--- src/rtl/cenc_pkg.sv ---
package cenc_pkg;

    typedef enum logic [2:0] {
        ST_IDLE,
        ST_TAKE,
        ST_SEND_A,
        ST_SEND_B,
        ST_FLUSH
    } enc_state_e;

    typedef struct packed {
        logic keep_a;
        logic keep_b;
    } keep_t;

    localparam int unsigned PUNCT_PERIOD = 3;

endpackage

--- src/rtl/cenc_parity.sv ---
module cenc_parity #(
    parameter int unsigned      K  = 6,
    parameter logic [K-1:0]     GA = '1,
    parameter logic [K-1:0]     GB = '1
) (
    input  logic [K-1:0] win,
    output logic         bit_a,
    output logic         bit_b
);

    always_comb begin
        bit_a = ^(win & GA);
        bit_b = ^(win & GB);
    end

endmodule

--- src/rtl/cenc_punct.sv ---
module cenc_punct
    import cenc_pkg::*;
(
    input  logic  clk,
    input  logic  rst_n,
    input  logic  restart,
    input  logic  step,
    input  logic  rate34,
    output keep_t keep
);

    localparam int unsigned PW = $clog2(PUNCT_PERIOD);
    localparam logic [PW-1:0] LAST_PH = PW'(PUNCT_PERIOD - 1);

    logic [PW-1:0] phase_q;
    logic [PW-1:0] cur_ph;

    always_comb begin
        cur_ph = restart ? '0 : phase_q;
        if (!rate34) begin
            keep = '{keep_a: 1'b1, keep_b: 1'b1};
        end else begin
            unique case (cur_ph)
                PW'(0):  keep = '{keep_a: 1'b1, keep_b: 1'b1};
                PW'(1):  keep = '{keep_a: 1'b0, keep_b: 1'b1};
                default: keep = '{keep_a: 1'b1, keep_b: 1'b0};
            endcase
        end
    end

    always_ff @(posedge clk or negedge rst_n) begin
        if (!rst_n) begin
            phase_q <= '0;
        end else if (step) begin
            phase_q <= (cur_ph == LAST_PH) ? '0 : cur_ph + PW'(1);
        end else if (restart) begin
            phase_q <= '0;
        end
    end

endmodule

--- src/rtl/dual_conv_encoder.sv ---
module dual_conv_encoder
    import cenc_pkg::*;
#(
    parameter int unsigned          K_LONG  = 6,
    parameter int unsigned          K_SHORT = 4,
    parameter logic [K_LONG-1:0]    G_LA    = 6'o65,
    parameter logic [K_LONG-1:0]    G_LB    = 6'o57,
    parameter logic [K_SHORT-1:0]   G_SA    = 4'o15,
    parameter logic [K_SHORT-1:0]   G_SB    = 4'o17
) (
    input  logic clk,
    input  logic rst_n,
    input  logic cfg_short_k,
    input  logic cfg_rate34,
    input  logic in_valid,
    output logic in_ready,
    input  logic in_bit,
    input  logic in_last,
    output logic out_valid,
    output logic out_bit,
    output logic out_last
);

    localparam int unsigned MEM = K_LONG - 1;
    localparam int unsigned SMEM = K_SHORT - 1;
    localparam int unsigned TW  = $clog2(K_LONG);
    localparam logic [TW-1:0] TAIL_LONG  = TW'(K_LONG - 1);
    localparam logic [TW-1:0] TAIL_SHORT = TW'(K_SHORT - 1);

    enc_state_e state_q, state_d;

    logic           k4_q, r34_q;
    logic [MEM-1:0] sr_q;
    logic           a_q, b_q, kb_q, fin_q;
    logic [TW-1:0]  tail_q;

    logic           frame_open, in_fire, enc_fire, enc_bit;
    logic           k4_use, r34_use;
    logic [MEM-1:0] hist;
    logic [K_LONG-1:0]  win_long;
    logic [K_SHORT-1:0] win_short;
    logic           la, lb, sa, sb, code_a, code_b;
    keep_t          keep;
    logic [TW-1:0]  tail_load;
    enc_state_e     first_send, after_send;

    // Shared datapath: history and configuration selection
    always_comb begin
        frame_open = (state_q == ST_IDLE);
        in_fire    = in_valid && in_ready;
        enc_fire   = in_fire || (state_q == ST_FLUSH);
        enc_bit    = in_fire ? in_bit : 1'b0;
        k4_use     = frame_open ? cfg_short_k : k4_q;
        r34_use    = frame_open ? cfg_rate34  : r34_q;
        hist       = frame_open ? '0 : sr_q;
        win_long   = {enc_bit, hist};
        win_short  = {enc_bit, hist[MEM-1 -: SMEM]};
        tail_load  = k4_use ? TAIL_SHORT : TAIL_LONG;
    end

    cenc_parity #(.K(K_LONG), .GA(G_LA), .GB(G_LB)) par_long_i (
        .win   (win_long),
        .bit_a (la),
        .bit_b (lb)
    );

    cenc_parity #(.K(K_SHORT), .GA(G_SA), .GB(G_SB)) par_short_i (
        .win   (win_short),
        .bit_a (sa),
        .bit_b (sb)
    );

    always_comb begin
        code_a = k4_use ? sa : la;
        code_b = k4_use ? sb : lb;
    end

    cenc_punct punct_i (
        .clk     (clk),
        .rst_n   (rst_n),
        .restart (frame_open),
        .step    (enc_fire),
        .rate34  (r34_use),
        .keep    (keep)
    );

    // Datapath registers
    always_ff @(posedge clk or negedge rst_n) begin
        if (!rst_n) begin
            k4_q   <= 1'b0;
            r34_q  <= 1'b0;
            sr_q   <= '0;
            a_q    <= 1'b0;
            b_q    <= 1'b0;
            kb_q   <= 1'b0;
            fin_q  <= 1'b0;
            tail_q <= '0;
        end else begin
            if (frame_open && in_fire) begin
                k4_q  <= cfg_short_k;
                r34_q <= cfg_rate34;
            end
            if (enc_fire) begin
                sr_q  <= {enc_bit, hist[MEM-1:1]};
                a_q   <= code_a;
                b_q   <= code_b;
                kb_q  <= keep.keep_b;
                fin_q <= (state_q == ST_FLUSH) && (tail_q == TW'(1));
            end
            if (in_fire && in_last) begin
                tail_q <= tail_load;
            end else if (state_q == ST_FLUSH) begin
                tail_q <= tail_q - TW'(1);
            end
        end
    end

    // State register
    always_ff @(posedge clk or negedge rst_n) begin
        if (!rst_n) begin
            state_q <= ST_IDLE;
        end else begin
            state_q <= state_d;
        end
    end

    // Next-state logic
    always_comb begin
        first_send = keep.keep_a ? ST_SEND_A : ST_SEND_B;
        if (fin_q) begin
            after_send = ST_IDLE;
        end else if (tail_q != '0) begin
            after_send = ST_FLUSH;
        end else begin
            after_send = ST_TAKE;
        end
        state_d = state_q;
        unique case (state_q)
            ST_IDLE:   if (in_fire) state_d = first_send;
            ST_TAKE:   if (in_fire) state_d = first_send;
            ST_FLUSH:  state_d = first_send;
            ST_SEND_A: state_d = kb_q ? ST_SEND_B : after_send;
            ST_SEND_B: state_d = after_send;
            default:   state_d = ST_IDLE;
        endcase
    end

    // Output decode
    always_comb begin
        in_ready  = 1'b0;
        out_valid = 1'b0;
        out_bit   = 1'b0;
        out_last  = 1'b0;
        unique case (state_q)
            ST_IDLE, ST_TAKE: in_ready = 1'b1;
            ST_SEND_A: begin
                out_valid = 1'b1;
                out_bit   = a_q;
                out_last  = fin_q && !kb_q;
            end
            ST_SEND_B: begin
                out_valid = 1'b1;
                out_bit   = b_q;
                out_last  = fin_q;
            end
            default: ;
        endcase
    end

endmodule

--- config.mk ---
export PLATFORM = sky130hd
export DESIGN_NAME = dual_conv_encoder
export DESIGN_NICKNAME = d
export VERILOG_FILES = /design/src/rtl/cenc_pkg.sv /design/src/rtl/cenc_parity.sv /design/src/rtl/cenc_punct.sv /design/src/rtl/dual_conv_encoder.sv
export SDC_FILE = /design/constraint.sdc
export NUM_CORES = 1
export LEC_CHECK = 0
export CORE_MARGIN = 2
export CORE_UTILIZATION = 40
export DETAILED_ROUTE_END_ITERATION = 10
export PLACE_DENSITY = 0.69
export SETUP_SLACK_MARGIN = 0.02
export SYNTH_ARGS = -nofsm -noshare
export SYNTH_HDL_FRONTEND = slang
export SYNTH_SLANG_ARGS = --single-unit
export TNS_END_PERCENT = 30
--- constraint.sdc ---
create_clock -name clk -period 2.5 [get_ports clk]
set_input_delay 0.25 -clock clk [delete_from_list [all_inputs] [get_ports clk]]
set_output_delay 0.25 -clock clk [all_outputs]
set_load 0.05 [all_outputs]
==> metrics <==
post-synthesis sequential area ratio=0.427; Routed WL=2.31 mm; number of CTS-inserted buffers=3; HP Class=input port to asynchronous set/reset pin; DP Area=approximately 1200 um2; setup bufs post-CTS=0; switch share=0.452; Setup crit end kind=output port; root cell of the clock tree=clkbuf_4; later-pin clock latency in the skew report=around 0.30 ns; Finish-stage setup viols=0; cell total after placement=150; CTS tree=done; Gate power share=0.544; gp weighted congestion=between 0.7 and 0.8; Switch Pwr=~0.76 mW; Crit Path Class=flop to output port; mapped cell area=1110 um2; Worst Slack Setup Final=approximately 0.12 ns; core area=about 2700 um2; 1st-iter DRT viols=18; Post-Syn Nets=approximately 120; r2r setup slk=0.66 ns; mean routed wirelength per cell=15.0 um; vias=between 800 and 900; DP Worst Slack=0.458 ns; clk buf depth=2; Synth Register Bits=19; Worst Path Max Fanout=10; Finished Layout Cells=around 150; final hold violations=0; Max Freq=between 400 and 500 MHz; most common cell after layout, fill and taps aside=dfrtp_1; GR Util met3=0.0392; GR peak layer=met2; Syn Area/Cell=approximately 10 um2; post-route clock period utilization=0.952; Peak VDD IR=about 0.67 mV; critical path arrival=2.13 ns; Std-Cell Rows=19; PwrDens=between 1000 and 1500 nW/um2; number of global-route vias before repair=851; setup TNS=0 ns; first-pass GRT wire length=approximately 3.8 mm; reg-to-reg critical path endpoint=b_q; DPL Wire Length=about 1.7 mm; unrepaired setup endpoints after global routing=no; cell area after layout=~1300 um2; Area Overhead vs Synth=13.1%; power consumption=approximately 1.7 mW; Sequential Power Share=0.360; Worst Path Required=2.25 ns; CTS resizes=0; outcome=complete, no violations; DR DRC count=0; Worst Reg-to-Reg Cells=4; Setup Skew=about 0.0061 ns; met1 Resource Use GR=0.199; clk slew on worst S/H paths=between 0.1 and 0.15 ns; post-route ant nets=0; Setup crit start kind=flop; synth unique cells=slightly above 40; Ys Warns=0; Cells after Synth=approximately 110; die height=around 57 um; worst-margin pin slew=~0.86 ns; initial antenna violation count=0; CTS Hold Buffers Added=0; n_diodes=0; htree depth=1; Pre-Repair DR Iteration Count=4; Clock Power Share=0.096; count of final max-slew check failures=0; vias per cell=5.71; Starting Density=0.411; met2 Use GR=0.239; Final #Nets=134; max_cap viols=0; share of cells above drive strength 1=0.122; die area=about 3200 um2; I/O pin count=11; Die X=~57 um; Internal=~0.92 mW; fin crit period=around 2.4 ns; GRT Util Overall=0.152; grt ovf=0; Slew HR=0.425; clk sinks=19; Port Buffers=10; static leakage=0.537 nW; R2R Path Start=state_q[0]; pin count of the biggest net entering global routing=20; most frequent cells in the layout=19 x dfrtp_1, 12 x nand2_1, 10 x clkdlybuf4s50_1; Min Hold Slack=~0.42 ns; final core occ=0.465
==> critical path, cell delays in order (launching register included) <==
cell             delay (ns)
dfrtp_1                0.52
or2b_1                 0.30
nor3b_1                0.18
clkdlybuf4s50_1        0.83
==> worst max path at each step <==
stage | from | endpoint | slack, ns | cells past startpoint
final | state_q[1] | out_last | 0.12 | 3
after global routing | state_q[1] | out_last | 0.05 | 3
after CTS | state_q[1] | out_last | 0.11 | 3
after global placement | state_q[1] | out_last | 0.47 | 3
after floorplan | state_q[2] | out_last | 0.32 | 3
after detailed placement | state_q[1] | out_last | 0.46 | 3
==> metal layers <==
layer	up-vias	part of all wire
met5	-	0
li1	427	-
met3	4	0.057
met2	25	0.46
met4	0	0.011
met1	423	0.47
==> power by group through the flow <==
stage | combinational, mW | clock [mW] | sequential, mW
floorplan | 0.757 | 0 | 0.530
global placement | 0.875 | 0 | 0.599
detailed placement | 0.903 | 0 | 0.609
CTS | 0.912 | 0.164 | 0.600
global route | 0.994 | 0.175 | 0.621
finish | 0.908 | 0.161 | 0.602
==> layout make-up <==
type / count / area, um2
well taps: 31 / 38.8
repair buffers: 12 / 115
inverters: 4 / 15.0
multi-input cells: 84 / 589
flip-flops and latches: 19 / 475
fillers: 277 / 1450
clock buffers: 4 / 26.3
==> kinds of logic after synthesis <==
logic type                 Yosys count  synth area share
and+or+nand+nor                     37             0.187
AOI/OAI and AO/OA                   32             0.206
xor gates and xnor gates             6            0.0472
buffers and inverters               10            0.0438
adders and majority gates            3            0.0337
muxes                                6            0.0562
DFF                                 19             0.427
==> synthesized netlist by cell type, drive strengths merged <==
cell type,instances,share of area
nor3,1,0.0045
or2b,1,0.0067
xnor2,5,0.039
nand4,1,0.0056
o31ai,3,0.020
o21a,1,0.0067
a21bo,1,0.0090
inv,4,0.013
a2111oi,2,0.016
a311o,1,0.0090
a21oi,5,0.026
o21ai,7,0.031
o211a,1,0.0090
clkbuf,2,0.0067
a32o,2,0.018
nor3b,3,0.025
a211oi,2,0.013
or3,1,0.0067
a21o,2,0.013
and3,2,0.016
a22oi,1,0.0067
nand2,12,0.040
nand3b,1,0.0067
ha,3,0.034
buf,4,0.024
mux2i,4,0.036
dfrtp,19,0.43
a31oi,2,0.011
and2b,1,0.0079
nand3,2,0.0090
nor2b,3,0.017
xor2,1,0.0079
o2111ai,2,0.016
mux2,2,0.020
or4b,1,0.012
nor2,8,0.029
==> flip-flops by register name, summed over array words and instances, names as in the netlist <==
name             count
a_q                  1
kb_q                 1
punct_i.phase_q      2
fin_q                1
sr_q                 5
r34_q                1
b_q                  1
state_q              3
tail_q               3
k4_q                 1
Note: power is estimated with default switching activity, not from simulation.
